`src/rtl/fpp_pkg.sv`:
```
package fpp_pkg;
  typedef enum logic [1:0] {
    MS_IDLE = 2'd0,
    MS_ACT  = 2'd1,
    MS_HOLD = 2'd2
  } mseq_state_t;
endpackage

```
`src/rtl/fpp_sync.sv`:
```
module fpp_sync #(
  parameter int W      = 3,
  parameter int STAGES = 2
) (
  input  logic         clk,
  input  logic         rst_n,
  input  logic [W-1:0] d_in,
  output logic [W-1:0] q_out
);
  logic [W-1:0] chain [STAGES];

  for (genvar s = 0; s < STAGES; s++) begin : g_stage
    always_ff @(posedge clk or negedge rst_n) begin
      if (!rst_n) chain[s] <= '0;
      else if (s == 0) chain[s] <= d_in;
      else chain[s] <= chain[(s > 0) ? s - 1 : 0];
    end
  end

  assign q_out = chain[STAGES-1];
endmodule

```
`src/rtl/fpp_memseq.sv`:
```
module fpp_memseq
  import fpp_pkg::*;
#(
  parameter int DW           = 8,
  parameter int PULSE_CYCLES = 4
) (
  input  logic          clk,
  input  logic          rst_n,
  input  logic          start,
  input  logic          write,
  input  logic [DW-1:0] wdata,
  input  logic [DW-1:0] mem_din,
  output logic          idle,
  output logic          done,
  output logic [DW-1:0] rdata,
  output logic [DW-1:0] mem_dout,
  output logic          mem_dout_oe,
  output logic          mem_ce_n,
  output logic          mem_oe_n,
  output logic          mem_we_n
);
  localparam int CW = $clog2(PULSE_CYCLES + 1);

  mseq_state_t   state_q;
  logic [CW-1:0] cnt_q;
  logic          wr_q;
  logic [DW-1:0] wdata_q;

  always_ff @(posedge clk or negedge rst_n) begin
    if (!rst_n) begin
      state_q <= MS_IDLE;
      cnt_q   <= '0;
      wr_q    <= 1'b0;
      wdata_q <= '0;
      rdata   <= '0;
    end else begin
      case (state_q)
        MS_IDLE: if (start) begin
          state_q <= MS_ACT;
          cnt_q   <= CW'(PULSE_CYCLES - 1);
          wr_q    <= write;
          wdata_q <= wdata;
        end
        MS_ACT: begin
          if (cnt_q == '0) begin
            if (!wr_q) rdata <= mem_din;
            state_q <= MS_HOLD;
          end else begin
            cnt_q <= cnt_q - 1'b1;
          end
        end
        default: begin
          state_q <= MS_IDLE;
          wr_q    <= 1'b0;
        end
      endcase
    end
  end

  assign idle        = (state_q == MS_IDLE);
  assign done        = (state_q == MS_HOLD);
  assign mem_ce_n    = (state_q == MS_IDLE);
  assign mem_oe_n    = !((state_q == MS_ACT) && !wr_q);
  assign mem_we_n    = !((state_q == MS_ACT) && wr_q);
  assign mem_dout_oe = wr_q && (state_q != MS_IDLE);
  assign mem_dout    = wdata_q;


  oe_we_excl_chk: assert property (@(posedge clk) disable iff (!rst_n)
    !(!mem_oe_n && !mem_we_n));

  we_release_chk: assert property (@(posedge clk) disable iff (!rst_n)
    $rose(mem_we_n) |-> !mem_ce_n);

  wr_drive_chk: assert property (@(posedge clk) disable iff (!rst_n)
    !mem_we_n |-> mem_dout_oe);
endmodule

```
`src/rtl/fpp_regs.sv`:
```
module fpp_regs #(
  parameter int         AW          = 19,
  parameter int         DW          = 8,
  parameter int         IOAW        = 8,
  parameter logic [7:0] CTRL_PORT   = 8'h33,
  parameter logic [7:0] TEST_PORT   = 8'h3B,
  parameter logic [7:0] ADDR_PORT   = 8'hB3,
  parameter logic [7:0] DATA_PORT   = 8'hBB,
  parameter int         INIT_CYCLES = 64
) (
  input  logic            clk,
  input  logic            rst_n,
  input  logic            wr_start,
  input  logic            rd_start,
  input  logic            rd_act,
  input  logic [IOAW-1:0] io_addr,
  input  logic [DW-1:0]   io_wdata,
  input  logic            io_iorq_n,
  input  logic            io_rd_n,
  input  logic            mem_idle,
  input  logic            mem_done,
  input  logic [DW-1:0]   mem_rdata,
  output logic [AW-1:0]   addr_o,
  output logic            led_o,
  output logic            mem_start,
  output logic            mem_write,
  output logic [DW-1:0]   mem_wdata,
  output logic [DW-1:0]   io_rdata,
  output logic            io_rdata_oe
);
  localparam int NB = (AW + 7) / 8;
  localparam int PW = (NB > 1) ? $clog2(NB) : 1;
  localparam int CW = $clog2(INIT_CYCLES + 1);

  logic [AW-1:0]   addr_q;
  logic [PW-1:0]   phase_q;
  logic [CW-1:0]   cnt_q;
  logic            busy_q, ai_q, led_q;
  logic [DW:0]     pres_q;
  logic [NB*8-1:0] addr_next;
  logic            hit_ctrl, hit_test, hit_addr, hit_data;

  assign hit_ctrl = (io_addr == IOAW'(CTRL_PORT));
  assign hit_test = (io_addr == IOAW'(TEST_PORT));
  assign hit_addr = (io_addr == IOAW'(ADDR_PORT));
  assign hit_data = (io_addr == IOAW'(DATA_PORT));

  always_comb begin
    addr_next = '0;
    addr_next[AW-1:0] = addr_q;
    addr_next[int'(phase_q)*8 +: 8] = io_wdata[7:0];
  end

  always_ff @(posedge clk or negedge rst_n) begin
    if (!rst_n) begin
      busy_q    <= 1'b1;
      cnt_q     <= CW'(INIT_CYCLES - 1);
      addr_q    <= '0;
      phase_q   <= '0;
      ai_q      <= 1'b0;
      led_q     <= 1'b0;
      pres_q    <= '0;
      mem_start <= 1'b0;
      mem_write <= 1'b0;
      mem_wdata <= '0;
    end else begin
      mem_start <= 1'b0;
      if (busy_q) begin
        if (cnt_q == '0) begin
          busy_q  <= 1'b0;
          addr_q  <= '0;
          phase_q <= '0;
          ai_q    <= 1'b0;
          led_q   <= 1'b0;
          pres_q  <= '0;
        end else begin
          cnt_q <= cnt_q - 1'b1;
        end
      end
      if (mem_done && ai_q) addr_q <= addr_q + AW'(1);
      if (wr_start) begin
        if (hit_ctrl) begin
          ai_q <= io_wdata[5];
          if (io_wdata[6]) led_q <= ~led_q;
          if (io_wdata[7]) begin
            busy_q  <= 1'b1;
            cnt_q   <= CW'(INIT_CYCLES - 1);
            phase_q <= '0;
          end
        end
        if (hit_test) pres_q <= {~io_wdata, pres_q[DW]};
        if (hit_addr) begin
          addr_q  <= addr_next[AW-1:0];
          phase_q <= (phase_q == PW'(NB - 1)) ? '0 : phase_q + 1'b1;
        end
        if (hit_data) begin
          phase_q <= '0;
          if (mem_idle) begin
            mem_start <= 1'b1;
            mem_write <= 1'b1;
            mem_wdata <= io_wdata;
          end
        end
      end
      if (rd_start && hit_data) begin
        phase_q <= '0;
        if (mem_idle) begin
          mem_start <= 1'b1;
          mem_write <= 1'b0;
        end
      end
    end
  end

  always_comb begin
    io_rdata = '0;
    if (hit_ctrl) io_rdata = DW'({busy_q, led_q, ai_q, 5'b00000});
    else if (hit_test) io_rdata = pres_q[DW-1:0];
    else if (hit_data) io_rdata = mem_rdata;
  end

  assign io_rdata_oe = rd_act && !io_iorq_n && !io_rd_n &&
                       (hit_ctrl || hit_test || hit_data);
  assign addr_o = addr_q;
  assign led_o  = led_q;


  init_clear_chk: assert property (@(posedge clk) disable iff (!rst_n)
    $fell(busy_q) |-> (addr_q == '0 && !ai_q && !led_q && pres_q == '0));

  autoinc_step_chk: assert property (@(posedge clk) disable iff (!rst_n)
    (mem_done && ai_q && !wr_start && !busy_q) |=> addr_q == $past(addr_q) + AW'(1));

  phase_clear_chk: assert property (@(posedge clk) disable iff (!rst_n)
    (rd_start && hit_data) |=> phase_q == '0);
endmodule

```
`src/rtl/fpp_port.sv`:
```
module fpp_port #(
  parameter int         AW           = 19,
  parameter int         DW           = 8,
  parameter int         IOAW         = 8,
  parameter logic [7:0] CTRL_PORT    = 8'h33,
  parameter logic [7:0] TEST_PORT    = 8'h3B,
  parameter logic [7:0] ADDR_PORT    = 8'hB3,
  parameter logic [7:0] DATA_PORT    = 8'hBB,
  parameter int         SYNC_STAGES  = 2,
  parameter int         PULSE_CYCLES = 4,
  parameter int         INIT_CYCLES  = 64
) (
  input  logic            clk,
  input  logic            rst_n,
  input  logic [IOAW-1:0] io_addr,
  input  logic [DW-1:0]   io_wdata,
  input  logic            io_iorq_n,
  input  logic            io_rd_n,
  input  logic            io_wr_n,
  output logic [DW-1:0]   io_rdata,
  output logic            io_rdata_oe,
  output logic [AW-1:0]   mem_addr,
  input  logic [DW-1:0]   mem_din,
  output logic [DW-1:0]   mem_dout,
  output logic            mem_dout_oe,
  output logic            mem_ce_n,
  output logic            mem_oe_n,
  output logic            mem_we_n,
  output logic            led
);
  logic [2:0]    strb_s;
  logic          rd_act, wr_act, rd_prev, wr_prev, rd_start, wr_start;
  logic          m_start, m_write, m_idle, m_done;
  logic [DW-1:0] m_wdata, m_rdata;

  fpp_sync #(.W(3), .STAGES(SYNC_STAGES)) u_sync (
    .clk(clk), .rst_n(rst_n),
    .d_in({~io_iorq_n, ~io_rd_n, ~io_wr_n}),
    .q_out(strb_s)
  );

  assign rd_act = strb_s[2] & strb_s[1];
  assign wr_act = strb_s[2] & strb_s[0];

  always_ff @(posedge clk or negedge rst_n) begin
    if (!rst_n) begin
      rd_prev <= 1'b0;
      wr_prev <= 1'b0;
    end else begin
      rd_prev <= rd_act;
      wr_prev <= wr_act;
    end
  end

  assign rd_start = rd_act & ~rd_prev;
  assign wr_start = wr_act & ~wr_prev;

  fpp_regs #(
    .AW(AW), .DW(DW), .IOAW(IOAW), .CTRL_PORT(CTRL_PORT), .TEST_PORT(TEST_PORT),
    .ADDR_PORT(ADDR_PORT), .DATA_PORT(DATA_PORT), .INIT_CYCLES(INIT_CYCLES)
  ) u_regs (
    .clk(clk), .rst_n(rst_n), .wr_start(wr_start), .rd_start(rd_start),
    .rd_act(rd_act), .io_addr(io_addr), .io_wdata(io_wdata),
    .io_iorq_n(io_iorq_n), .io_rd_n(io_rd_n), .mem_idle(m_idle),
    .mem_done(m_done), .mem_rdata(m_rdata), .addr_o(mem_addr), .led_o(led),
    .mem_start(m_start), .mem_write(m_write), .mem_wdata(m_wdata),
    .io_rdata(io_rdata), .io_rdata_oe(io_rdata_oe)
  );

  fpp_memseq #(.DW(DW), .PULSE_CYCLES(PULSE_CYCLES)) u_mseq (
    .clk(clk), .rst_n(rst_n), .start(m_start), .write(m_write),
    .wdata(m_wdata), .mem_din(mem_din), .idle(m_idle), .done(m_done),
    .rdata(m_rdata), .mem_dout(mem_dout), .mem_dout_oe(mem_dout_oe),
    .mem_ce_n(mem_ce_n), .mem_oe_n(mem_oe_n), .mem_we_n(mem_we_n)
  );


  addr_stable_chk: assert property (@(posedge clk) disable iff (!rst_n)
    (!mem_ce_n && $past(!mem_ce_n)) |-> $stable(mem_addr));
endmodule

```
`config.mk`:
```
export PLATFORM = sky130hd
export DESIGN_NAME = fpp_port
export DESIGN_NICKNAME = d
export VERILOG_FILES = /design/src/rtl/fpp_pkg.sv /design/src/rtl/fpp_sync.sv /design/src/rtl/fpp_memseq.sv /design/src/rtl/fpp_regs.sv /design/src/rtl/fpp_port.sv
export SDC_FILE = /design/constraint.sdc
export NUM_CORES = 1
export LEC_CHECK = 0
export ABC_AREA = 1
export BUFFER_PORTS_ARGS = -buffer_cell sky130_fd_sc_hd__buf_2
export CAP_MARGIN = 20
export CORE_MARGIN = 2
export CORE_UTILIZATION = 40
export CTS_CLUSTER_SIZE = 8
export DETAILED_ROUTE_END_ITERATION = 6
export PLACE_DENSITY = 0.73
export REMOVE_ABC_BUFFERS = 1
export SLEW_MARGIN = 10
export SYNTH_ARGS = -nofsm -noshare
export SYNTH_HDL_FRONTEND = slang
export SYNTH_HIERARCHICAL = 1
export SYNTH_SLANG_ARGS = --single-unit
```
`constraint.sdc`:
```
create_clock -name clk -period 1.63 [get_ports clk]
set_clock_uncertainty 0.2 [all_clocks]
set_input_delay 0.2445 -clock clk [delete_from_list [all_inputs] [get_ports clk]]
set_output_delay 0.2445 -clock clk [all_outputs]
set_load 0.005 [all_outputs]
```
; Yosys cells after proc, flatten, opt, wreduce, memory -nomap -nowiden
; Index checks and enable logic that the tools add are counted.
[classes]
reduce_logical = 26
shifts = 2
n_mux = 59
bitwise_logic = 13
n_eq_ne = 10
addsub = 5
[ops]
columns = cell, count
row1 = 2-to-1 mux 19 bit, 5
row2 = 2-to-1 mux 9 bit, 4
row3 = 2-to-1 mux 7 bit, 5
row4 = negation 5 -> 33 bit, 1
row5 = "variable shift 8 x 33 -> 24 bit, first input constant", 1
row6 = indexed part select 8 x 33 -> 24 bit, 1
row7 = 2-to-1 mux 1 bit, 25
row8 = bitwise mux 24 bit, 1
row9 = 2-to-1 mux 8 bit, 3
row10 = 2-to-1 mux 2 bit, 11
row11 = "adder 19 x 1 -> 19 bit, second input constant", 1
row12 = "equality test 8 x 6 -> 1 bit, second input constant", 2
row13 = "equality test 8 bit, second input constant", 2
row14 = AND reduction 3 bit, 3
row15 = logical AND 1 bit, 8
row16 = inverter 1 bit, 8
row17 = inverter 8 bit, 1
row18 = logical NOT 7 bit, 1
row19 = "subtractor 7 x 1 -> 7 bit, second input constant", 1
row20 = 2-to-1 mux 3 bit, 2
row21 = one-hot mux 3 bit (2 select lines), 1
row22 = AND reduction 2 bit, 3
row23 = logical NOT 1 bit, 5
row24 = bitwise AND 1 bit, 4
row25 = 12 further kinds, 16
[totals]
elab_cells = 134
inputBits = 29
reg_bits = 80

; Depth between registers and ports, before layout
; Gate-level depths: netlist of the first run.
[logic_depth]
word_depth = 9
mapped_depth = 11
ltp_nobuf = 11

; Modules after synthesis
; Netlist of the first run, hierarchy kept.
[by_module_without_submodules]
columns = module, seq_area_each_um2, n_inst, cells_each, area_each_um2
row1 = fpp_regs, 1260.0, 1, 488, 3454.6
row2 = fpp_memseq, 550.5, 1, 117, 983.4
row3 = fpp_sync, 150.1, 1, 9, 172.7
row4 = fpp_port, 50.0, 1, 11, 88.8

; Least setup slack after synthesis of the first run
; OpenSTA, ideal clock, no wires.
[synth_path]
kind = flip-flop to flip-flop
start = register u_regs.phase_q[0]
end = register u_regs.addr_q[9], in the netlist u_regs/addr_o[9]
n_path_buf = 0
path_slack_ns = -0.082
stages_incl_launch_ff = 8
required_time_ns = 1.347
setup_ns = 0.083
arrival_ns = 1.429
cell_sequence = dfrtp_1 -> inv_1 -> ha_1 -> nor4_2 -> nand3_1 -> nand2_1 -> inv_1 -> o21ai_0
[synth_between]
elab_chain_cells = 5
elab_cells_between_ends = 6
classes_between = add/sub: 1 / shift: 2 / mux: 3
[synth_lines]
columns = item, line
row1 = from (decl), fpp_regs.sv:36  ; logic [PW-1:0] phase_q;
row2 = from (signal assigned), fpp_regs.sv:94  ; phase_q <= (phase_q == PW'(NB - 1)) ? '0 : phase_q + 1'b1;
row3 = negation 5 -> 33 bit *, fpp_regs.sv:51  ; addr_next[int'(phase_q)*8 +: 8] = io_wdata[7:0];
row4 = indexed part select 8 x 33 -> 24 bit or variable shift 8 x 33 -> 24 bit (tied branches), fpp_regs.sv:51
row5 = bitwise mux 24 bit *, fpp_regs.sv:51
row6 = 2-to-1 mux 19 bit *, fpp_regs.sv:92  ; if (hit_addr) begin
row7 = 2-to-1 mux 19 bit *, fpp_regs.sv:81  ; if (wr_start) begin
row8 = to (signal assigned), fpp_regs.sv:80  ; if (mem_done && ai_q) addr_q <= addr_q + AW'(1);
row9 = to (signal assigned), fpp_regs.sv:93  ; addr_q <= addr_next[AW-1:0];
row10 = to (decl), fpp_regs.sv:35  ; logic [AW-1:0] addr_q;
; Mark *: on every way between the ends. The rest lies on a longest branch, timed or not.
; A chain may end at the register's enable or synchronous reset.

; Final worst setup path of the first run
[layout_path]
start = register u_mseq.state_q[1]
end = register u_regs.addr_q[8], in the netlist u_regs/addr_o[8]
[layout_between]
elab_chain_cells = 5
[layout_lines]
columns = item, line
row1 = from (decl), fpp_memseq.sv:24  ; mseq_state_t state_q;
row2 = from (signal assigned), fpp_memseq.sv:31  ; state_q <= MS_IDLE;
row3 = from (signal assigned), fpp_memseq.sv:39  ; state_q <= MS_ACT;
row4 = from (signal assigned), fpp_memseq.sv:47  ; state_q <= MS_HOLD;
row5 = equality test 2 bit *, fpp_memseq.sv:61  ; assign done = (state_q == MS_HOLD);
row6 = net m_done, fpp_port.sv:33  ; logic m_start, m_write, m_idle, m_done;
row7 = logical AND 1 bit *, fpp_regs.sv:80
row8 = 2-to-1 mux 19 bit *, fpp_regs.sv:80
row9 = 2-to-1 mux 19 bit, fpp_regs.sv:92
row10 = 2-to-1 mux 19 bit *, fpp_regs.sv:81
; The timed path passes the listed nets; every way through them passes the cells marked *.

==> results.rst, run 1 <==
.. list-table::
   :header-rows: 1

   * - Metric
     - Value
   * - Number of antenna violations at the first check in global routing
     - 0
   * - RSZ-0062 raised after global routing
     - yes
   * - Endpoint of the most critical register-to-register path
     - u_regs/addr_o[8]
   * - Most common cell after layout, fill and taps aside
     - nand2_1
   * - Clock Pin Slew Worst Setup and Hold Paths
     - 70 ps
   * - Setup crit end kind
     - flop
   * - Post-layout instance count excluding filler cells
     - 956
   * - TritonCTS buffer count
     - 9
   * - Placement Cell Area
     - 5670 sq um
   * - Number of max-capacitance violations reported
     - 0
   * - Max-slew violation count
     - 0
   * - Sequential area share after synthesis
     - 42.8%
   * - Initial DRC Count
     - 435
   * - Area growth, synth to finish
     - 49.1%
   * - Synth cell types
     - 36
   * - WS Path Type
     - flop to flop
   * - Wirelength per Cell
     - 16.1 um
   * - Gpl congestion
     - 0.888
   * - Status
     - finished, violations left
   * - Final HPWL DP
     - 9440 um
   * - Total Wirelength
     - 15400 um
   * - Count of TritonRoute iterations in the first routing pass
     - 5
   * - Number of top-level design ports
     - 70
   * - LEAKAGE
     - 0.00364 uW
   * - Highest cell delay on the worst timing path
     - 400 ps
   * - Vias per Instance
     - 5.32
   * - Register-to-register setup slack
     - -170 ps
   * - Deepest level of the CTS H-tree
     - 3
   * - Die outline height
     - 112 um
   * - Setup ws final
     - -167 ps
   * - Proportion of netlist area held by the largest area contributor
     - 38.9%
   * - Count of mapped cells out of synthesis
     - 625
   * - Number of synthesized register bits
     - 80
   * - Clock root buffer
     - clkbuf_16
   * - Max Fanout on Critical Path
     - 6
   * - Post-synthesis instance area
     - 4700 sq um
   * - Cell count of the worst reg-to-reg path
     - 11
   * - Final Critical Period
     - 1800 ps
   * - Rows
     - 39
   * - Critical path's most frequent cell
     - nor2_4
   * - CTS max path bufs
     - 2
   * - Number of antenna cells inserted
     - 0
   * - Worst Hold Path EP
     - u_regs/mem_wdata[1]
   * - Startpoint Class
     - flop
   * - DR DRC count
     - 0
   * - Accumulated negative setup slack
     - -2290 ps
   * - Startpoint of the most critical register-to-register path
     - u_mseq/state_q[1]
   * - Die Wd
     - 112 um
   * - Area taken by flip-flops and latches
     - 2010 sq um
   * - Dominant cell type by area after synthesis
     - dfrtp_1
   * - CTS tree
     - yes
   * - Post-detailed-route count of antenna-violating nets
     - 0
   * - Placed Instances
     - 890
   * - Cell types occupying the most area after synthesis
     - dfrtp_1 39%, nand2_1 16%, nand3_1 7.7%, inv_1 5.9%, dfstp_2 3.9%
   * - Die Footprint
     - 12600 sq um
   * - Final hold slack
     - 38.8 ps
   * - Slew of the pin with the lowest slew margin
     - 361 ps
   * - Violations in the final reports
     - setup timing
   * - Class of the tightest hold or removal check
     - input pin to flop
   * - Final setup violation count
     - 34
   * - Maximum number of pins on one net before global-route repair
     - 41
   * - Initial cell density of the core
     - 41.2%
   * - PwrDens
     - 995 nW/um^2
   * - Largest voltage drop on the vdd net
     - 0.000464 V
   * - Fraction of layout instances using a drive strength above 1
     - 42.4%
   * - Hold path cells
     - 3
   * - Via total after detailed routing
     - 5082
   * - Worst-Skew Late Latency
     - 350 ps
   * - Nets
     - 846
   * - Critical Path Slowest Stage Cell
     - dfrtp_1
   * - Critical path data arrival time
     - 1830 ps
   * - Post-route fraction of the period consumed by the critical path
     - 110%
   * - Total Routing Usage GR
     - 22.7%
   * - Area of combinational cells with multiple inputs
     - 2730 sq um
   * - Number of sinks driven by the clock tree
     - 80
   * - Floorplan core area
     - 11400 sq um
   * - Total overflow reported by the global router
     - 0
   * - Endpoints failing hold
     - 0
   * - Port Buffer Count
     - 69
   * - Global-route wire length before repair
     - 22800 um
   * - Highest clock frequency the design can meet
     - 0.556 GHz
   * - Yosys warning total
     - 6
   * - Worst setup path start
     - u_mseq/state_q[1]
   * - Via count of the first global-routing pass
     - 4708
   * - Hold path start
     - io_wdata[1]
   * - Area of all placed cells without fillers
     - 7010 sq um
   * - Critical path data required time
     - 1670 ps
   * - Most frequent cells in the layout
     - 174 x nand2_1, 81 x buf_4, 72 x dfrtp_1
   * - Fill cells
     - 921
   * - CP cell instances
     - inv_2, nor2_4, nand2_4, nor2_4, nand2_4, nor2_4, nand2_2, nand2_1, o21ai_1, nand2_1, nand3_1
   * - Mean cell area of the mapped netlist
     - 7.52 sq um
   * - Normalized max-slew margin
     - 75.9%
## worst max path at each step
stage                         to  cells past startpoint
6_report        u_regs/addr_o[8]                     11
2_1_floorplan  u_regs/addr_o[13]                      8
5_1_grt         u_regs/addr_o[8]                     11
3_3_place_gp   u_regs/addr_o[15]                      9
4_1_cts              mem_dout_oe                      5
3_5_place_dp   u_regs/addr_o[15]                      9
## power breakdown
part | total [uW] | internal, uW | switching [uW]
Clock | 2120 | 1230 | 882
Combinational | 2330 | 1060 | 1270
Sequential | 2530 | 2320 | 212
## registers in the layout, indices dropped and copies added (netlist names), 3 cells and up
name,cells
u_regs/addr_o,19
u_regs/pres_q,9
u_mseq/mem_dout,8
u_mseq/rdata,8
u_regs/mem_wdata,8
u_regs/cnt_q,7
u_mseq/cnt_q,3
u_sync/chain,3
u_sync/q_out,3
## worst max-delay path: cells and delay by family, from the launching register on
family                 cells  cell delay (ps)
AND/OR/NAND/NOR            9              960
AO/OA/AOI/OAI              1               60
buffers and inverters      1               70
flip-flops                 1              400
## Yosys cell counts (all sizes together)
library cell	n
nand2	214
nand3	78
inv	77
dfrtp	73
nor2	69
o21ai	27
a21oi	18
buf	14
nand4	11
ha	9
dfstp	7
a22o	5
nor3	5
clkbuf	4
o211ai	4
xor2	4
nor4	2
xnor2	2
nand3b	1
o22ai	1
## cell type report
cell class / instances / area share [%]
timing repair buffer: 189 / 21.0
inverter: 77 / 4.39
clock inverter: 6 / 0.946
tap: 143 / 2.55
sequential: 80 / 28.7
multi-input combinational: 451 / 39.0
clock buffer: 10 / 3.41
## cell families after synthesis
family | synth area share [%]
AND/OR/NAND/NOR | 37.8
buffers and inverters | 8.65
flip-flops | 42.8
AO/OA/AOI/OAI | 7.30
adder cells (fa/ha/maj) | 2.40
XOR/XNOR | 1.12
## layer usage
metal / vias up / wire (um) / share of wire, % / GRT usage [%]
met2: 255 / 7440 / 48 / 37.8
met1: 2386 / 6200 / 40 / 29.4
met5: - / 0 / 0 / 0
met3: 73 / 1030 / 6.7 / 3.73
li1: 2368 / - / - / -
met4: 0 / 751 / 4.9 / 9.76
## timing repair
item,4_1_cts,5_1_grt
hold buffers,13,0
setup endpoints to repair,50,52
buffers inserted,23,13
cloned,2,1
pin swaps,32,56
hold endpoints to repair,92,0
resized for setup,99,78
## per-stage QoR
step	power, uW	util, %	worst slack (ps)
3_3_place_gp	4040	49.6	-168
5_1_grt	7290	61.4	-248
3_5_place_dp	4100	49.6	-174
6_report	6970	61.4	-167
4_1_cts	6580	58.4	-79.1
2_1_floorplan	3330	-	-333
Note: power is estimated with default switching activity, not from simulation.
==> inputs of run 2 (changes only) <==
--- a/config.mk
+++ b/config.mk
@@ -8,11 +8,11 @@
 export ABC_AREA = 1
 export BUFFER_PORTS_ARGS = -buffer_cell sky130_fd_sc_hd__buf_2
 export CAP_MARGIN = 20
-export CORE_MARGIN = 2
 export CORE_UTILIZATION = 40
 export CTS_CLUSTER_SIZE = 8
 export DETAILED_ROUTE_END_ITERATION = 6
 export PLACE_DENSITY = 0.73
+export RECOVER_POWER = 100
 export REMOVE_ABC_BUFFERS = 1
 export SLEW_MARGIN = 10
 export SYNTH_ARGS = -nofsm -noshare
==> results.rst, run 2 (synthesis results as in run 1) <==
.. list-table::
   :header-rows: 1

   * - Metric
     - Value
   * - Highest clock frequency the design can meet
     - 0.574 GHz
   * - Number of sinks driven by the clock tree
     - 80
   * - Number of max-capacitance violations reported
     - 0
   * - TritonCTS buffer count
     - 9
   * - Critical Path Slowest Stage Cell
     - dfrtp_1
   * - Initial DRC Count
     - 366
   * - Clock Pin Slew Worst Setup and Hold Paths
     - 70 ps
   * - Startpoint of the most critical register-to-register path
     - u_regs/cnt_q[1]
   * - Register-to-register setup slack
     - -110 ps
   * - Startpoint Class
     - flop
   * - Most common cell after layout, fill and taps aside
     - nand2_1
   * - Post-detailed-route count of antenna-violating nets
     - 0
   * - Global-route wire length before repair
     - 22200 um
   * - Fill cells
     - 929
   * - Final hold slack
     - 47.7 ps
   * - Hold path start
     - io_wdata[5]
   * - LEAKAGE
     - 0.00353 uW
   * - Post-layout instance count excluding filler cells
     - 957
   * - Via count of the first global-routing pass
     - 4636
   * - Die Wd
     - 110 um
   * - Count of TritonRoute iterations in the first routing pass
     - 7
   * - Port Buffer Count
     - 69
   * - Number of antenna violations at the first check in global routing
     - 0
   * - Via total after detailed routing
     - 4990
   * - Cell count of the worst reg-to-reg path
     - 10
   * - Class of the tightest hold or removal check
     - input pin to flop
   * - RSZ-0062 raised after global routing
     - yes
   * - Number of top-level design ports
     - 70
   * - Worst-Skew Late Latency
     - 350 ps
   * - Normalized max-slew margin
     - 49.1%
   * - Endpoint of the most critical register-to-register path
     - u_regs/addr_o[15]
   * - Nets
     - 848
   * - Status
     - finished, violations left
   * - Worst Hold Path EP
     - u_regs/mem_wdata[5]
   * - Total Routing Usage GR
     - 24.0%
   * - Maximum number of pins on one net before global-route repair
     - 30
   * - CP cell instances
     - buf_6, nor2_4, buf_6, nor2_2, buf_2
   * - Final Critical Period
     - 1740 ps
   * - Area taken by flip-flops and latches
     - 2010 sq um
   * - Critical path data arrival time
     - 1300 ps
   * - Die Footprint
     - 12200 sq um
   * - Post-Route Utilization
     - 61.4%
   * - Max-slew violation count
     - 0
   * - Vias per Instance
     - 5.21
   * - Fraction of layout instances using a drive strength above 1
     - 39.9%
   * - Post-route fraction of the period consumed by the critical path
     - 107%
   * - Highest cell delay on the worst timing path
     - 420 ps
   * - Total Wirelength
     - 14800 um
   * - Max Fanout on Critical Path
     - 3
   * - Critical path data required time
     - 1190 ps
   * - Wirelength per Cell
     - 15.4 um
   * - Area growth, synth to finish
     - 49.3%
   * - Final HPWL DP
     - 9400 um
   * - Final total power
     - 7430 uW
   * - Setup ws final
     - -111 ps
   * - Initial cell density of the core
     - 41.2%
   * - Final setup violation count
     - 56
   * - WS Path Type
     - flop to primary output
   * - Endpoints failing hold
     - 0
   * - Placed Instances
     - 895
   * - CTS tree
     - yes
   * - Placement Cell Area
     - 5730 sq um
   * - Most frequent cells in the layout
     - 174 x nand2_1, 79 x buf_4, 73 x dfrtp_1
   * - Floorplan core area
     - 11400 sq um
   * - Setup crit end kind
     - primary output
   * - Area of all placed cells without fillers
     - 7010 sq um
   * - CTS max path bufs
     - 2
   * - Violations in the final reports
     - setup timing
   * - Number of antenna cells inserted
     - 0
   * - Critical path's most frequent cell
     - buf_6
   * - PwrDens
     - 1060 nW/um^2
   * - Hold path cells
     - 3
   * - Slew of the pin with the lowest slew margin
     - 763 ps
   * - Deepest level of the CTS H-tree
     - 3
   * - DR DRC count
     - 0
   * - Largest voltage drop on the vdd net
     - 0.000682 V
   * - Area of combinational cells with multiple inputs
     - 2750 sq um
   * - Gpl congestion
     - 0.866
   * - Buffers & Inverters on Critical Path
     - 3
   * - Total overflow reported by the global router
     - 0
   * - Clock root buffer
     - clkbuf_16
   * - Rows
     - 39
   * - Largest delay contributor family on the critical path
     - flip-flops
   * - Die outline height
     - 110 um
   * - Flip-flop count of the largest register, all copies and words added
     - 19
## run 2: worst max path at each step
stage	start	end	slack [ps]	cells past startpoint
CTS	u_mseq/state_q[1]	mem_dout_oe	-80	5
floorplan	u_sync/q_out[2]	u_regs/addr_o[13]	-330	8
global placement	u_mseq/state_q[1]	u_regs/addr_o[15]	-150	9
global route	u_mseq/state_q[1]	u_regs/addr_o[10]	-240	11
detailed placement	u_mseq/state_q[1]	u_regs/addr_o[15]	-210	9
finish	u_mseq/state_q[1]	mem_dout_oe	-110	5
## run 2: worst reg2reg max path: cells and delay by family (launching register included)
kind	cells	cell delay, ps
simple gates	7	650
flops	1	380
buf+inv	2	250
fa+ha+maj	1	140
## run 2: cell type report
class / instances / share of cell area (%)
Clock buffer: 9 / 3.21
Timing Repair Buffer: 191 / 20.4
Clock inverter: 6 / 1.66
Inverter: 77 / 4.32
Sequential cell: 80 / 28.7
Multi-Input combinational cell: 451 / 39.2
Tap cell: 143 / 2.55
## run 2: metal layers
layer  up-vias  GRT usage [%]  wire, um
met5         -              0         0
met4         0           7.42       368
met3        32           4.64      1010
met2       198           39.1      7130
met1      2398           32.2      6280
li1       2362              -         -
## run 2: stage by stage
step	setup slack [ps]	TNS, ps
floorplan	-333	-9180
global placement	-154	-3360
detailed placement	-208	-4530
CTS	-75.2	-465
global route	-240	-7490
finish	-111	-2810
## run 2: power breakdown
group / leakage (uW) / internal (uW) / switching (uW) / total, uW
logic: 0.00236 / 1220 / 1270 / 2500
registers: 0.00100 / 2320 / 234 / 2550
clock network: 0.000166 / 1500 / 877 / 2380
total: 0.00353 / 5050 / 2380 / 7430
## run 2: repair_timing
action / 4_1_cts / 5_1_grt
endpoints found under the hold margin: 92 / 0
pin swaps: 20 / 58
resized for setup: 61 / 111
setup endpoints to repair: 50 / 64
buffers inserted: 19 / 13
hold buffers: 13 / 0
cloned: 1 / 1
==> inputs of run 3 (changes only) <==
--- a/config.mk
+++ b/config.mk
@@ -12,7 +12,7 @@
 export CTS_CLUSTER_SIZE = 8
 export DETAILED_ROUTE_END_ITERATION = 6
 export PLACE_DENSITY = 0.73
-export RECOVER_POWER = 100
+export RECOVER_POWER = 50
 export REMOVE_ABC_BUFFERS = 1
 export SLEW_MARGIN = 10
 export SYNTH_ARGS = -nofsm -noshare
==> results.rst, run 3 (synthesis results as in run 1) <==
.. list-table::
   :header-rows: 1

   * - Metric
     - Value
   * - Final Critical Period
     - 1750 ps
   * - Fraction of layout instances using a drive strength above 1
     - 42.8%
   * - TritonCTS buffer count
     - 9
   * - Largest voltage drop on the vdd net
     - 0.000680 V
   * - CP cell instances
     - buf_6, nor2_4, buf_6, nor2_2, buf_2
   * - Setup crit end kind
     - primary output
   * - Via total after detailed routing
     - 5048
   * - Max Fanout on Critical Path
     - 3
   * - Number of antenna cells inserted
     - 0
   * - Part of the total power dissipated in sequential elements
     - 34.3%
   * - Post-detailed-route count of antenna-violating nets
     - 0
   * - Max-slew violation count
     - 0
   * - Die Footprint
     - 12200 sq um
   * - Initial cell density of the core
     - 41.2%
   * - Gpl congestion
     - 0.866
   * - Number of top-level design ports
     - 70
   * - Highest clock frequency the design can meet
     - 0.572 GHz
   * - Maximum number of pins on one net before global-route repair
     - 30
   * - Global-route wire length before repair
     - 22200 um
   * - Fill cells
     - 909
   * - Setup ws final
     - -118 ps
   * - RSZ-0062 raised after global routing
     - yes
   * - Initial DRC Count
     - 372
   * - Setup slack at placement
     - -208 ps
   * - Critical path data arrival time
     - 1300 ps
   * - WS Path Type
     - flop to primary output
   * - Combinational group share of total power
     - 33.6%
   * - Buffers & Inverters on Critical Path
     - 3
   * - Number of antenna violations at the first check in global routing
     - 0
   * - Status
     - finished, violations left
   * - Most common cell after layout, fill and taps aside
     - nand2_1
   * - Number of max-capacitance violations reported
     - 0
   * - CTS tree
     - yes
   * - CTS max path bufs
     - 2
   * - Slew of the pin with the lowest slew margin
     - 758 ps
   * - DR DRC count
     - 0
   * - Via count of the first global-routing pass
     - 4636
   * - Die outline height
     - 110 um
   * - Critical Path Slowest Stage Cell
     - dfrtp_1
   * - Number of sinks driven by the clock tree
     - 80
   * - Final setup violation count
     - 45
   * - Detailed route wirelength on metal2
     - 7220 um
   * - Uppermost layer routed
     - met4
   * - Total met3 wirelength after detailed routing
     - 880 um
   * - Post-layout instance count excluding filler cells
     - 957
   * - Violations in the final reports
     - setup timing
   * - PwrDens
     - 1050 nW/um^2
   * - Most frequent cells in the layout
     - 173 x nand2_1, 83 x buf_4, 73 x dfrtp_1
   * - Psw
     - 2390 uW
   * - Critical path's most frequent cell
     - buf_6
   * - Floorplan core area
     - 11400 sq um
   * - LEAKAGE
     - 0.00363 uW
   * - Vias per Instance
     - 5.27
   * - Nets
     - 848
   * - Flip-flop count of the largest register, all copies and words added
     - 19
   * - Total Routing Usage GR
     - 24.0%
   * - Largest delay contributor family on the critical path
     - flip-flops
   * - Total routed wire length on the met1 layer
     - 6420 um
   * - Net switching fraction of the power
     - 32.2%
   * - Total Wirelength
     - 14800 um
   * - Endpoints failing hold
     - 0
   * - Part of the power in the clock network
     - 32.1%
   * - Final HPWL DP
     - 9400 um
   * - Count of TritonRoute iterations in the first routing pass
     - 7
   * - Clock root buffer
     - clkbuf_16
   * - Final hold slack
     - 48.0 ps
   * - Clock Pin Slew Worst Setup and Hold Paths
     - 70 ps
   * - Startpoint Class
     - flop
   * - Normalized max-slew margin
     - 49.5%
   * - Die Wd
     - 110 um
   * - Worst-Skew Late Latency
     - 350 ps
   * - Post-route fraction of the period consumed by the critical path
     - 107%
   * - Highest cell delay on the worst timing path
     - 420 ps
   * - Register-to-register setup slack
     - -110 ps
   * - Deepest level of the CTS H-tree
     - 3
   * - Port Buffer Count
     - 69
   * - Total overflow reported by the global router
     - 0
   * - Placed Instances
     - 895
   * - Rows
     - 39
   * - Class of the tightest hold or removal check
     - input pin to flop
   * - Internal
     - 5050 uW
   * - Wirelength per Cell
     - 15.5 um
   * - Critical path data required time
     - 1190 ps
   * - Area growth, synth to finish
     - 50.3%
[run 3: cell types whose count changed in the layout (fill, tap and decap cells not counted)]
cell,change
clkbuf_2,-2
buf_2,+19
nand2_4,+1
buf_4,+4
clkbuf_1,-22
buf_6,+1
nand2_1,-1
[run 3: worst min-delay path: cells and delay by family]
kind	cells	cell delay (ps)
buf+inv	2	250
compound gates	1	60
[run 3: through the flow]
stage / instance area [sq um] / total power [uW] / util, % / TNS [ps]
finish: 7070 / 7440 / 61.9 / -2190
global route: 7070 / 7750 / 61.9 / -5350
CTS: 6570 / 6880 / 57.5 / -465
detailed placement: 5730 / 4140 / 50.2 / -4530
global placement: 5730 / 4090 / 50.2 / -3360
floorplan: 4580 / 3330 / - / -9180
[run 3: timing repair]
item / 4_1_cts / 5_1_grt
gates cloned: 1 / 1
resized for setup: 61 / 111
setup endpoints to repair: 50 / 64
hold buffers: 13 / 0
setup buffers: 19 / 13
pin swaps: 20 / 58
hold endpoints to repair: 92 / 0
[run 3: per-layer routing]
metal | vias up | track usage (%)
met5 | - | 0
met3 | 27 | 4.64
met2 | 210 | 39.1
li1 | 2366 | -
met4 | 0 | 7.42
met1 | 2445 | 32.2
[run 3: path summary, 6_finish.rpt]
path / startpoint / end / cells after the start
worst max-delay path: u_mseq/state_q[1] / mem_dout_oe / 5
worst min-delay path: io_wdata[0] / u_regs/mem_wdata[0] / 3
worst max register to register: u_mseq/state_q[1] / u_regs/addr_o[15] / 10
worst min register to register: u_sync/chain[5] / u_sync/q_out[2] / 0
max in group asynchronous: rst_n / u_mseq/mem_dout[4] / 3
min in group asynchronous: rst_n / u_mseq/rdata[0] / 2
[run 3: power by group through the flow]
stage | sequential [uW] | clock, uW | combinational (uW)
floorplan | 2500 | 0 | 833
global placement | 2500 | 0 | 1590
detailed placement | 2510 | 0 | 1630
CTS | 2480 | 2380 | 2020
global route | 2580 | 2490 | 2690
finish | 2560 | 2390 | 2500
[run 3: final cells by class]
cell class              instances  area, sq um  area share [%]
clock buffers                   9          225            3.19
clock inverters                 6          116            1.65
inverters                      77          303            4.29
multi-input cells             451         2760            39.0
flip-flops and latches         80         2010            28.5
well taps                     143          179            2.53
repair buffers                191         1470            20.9
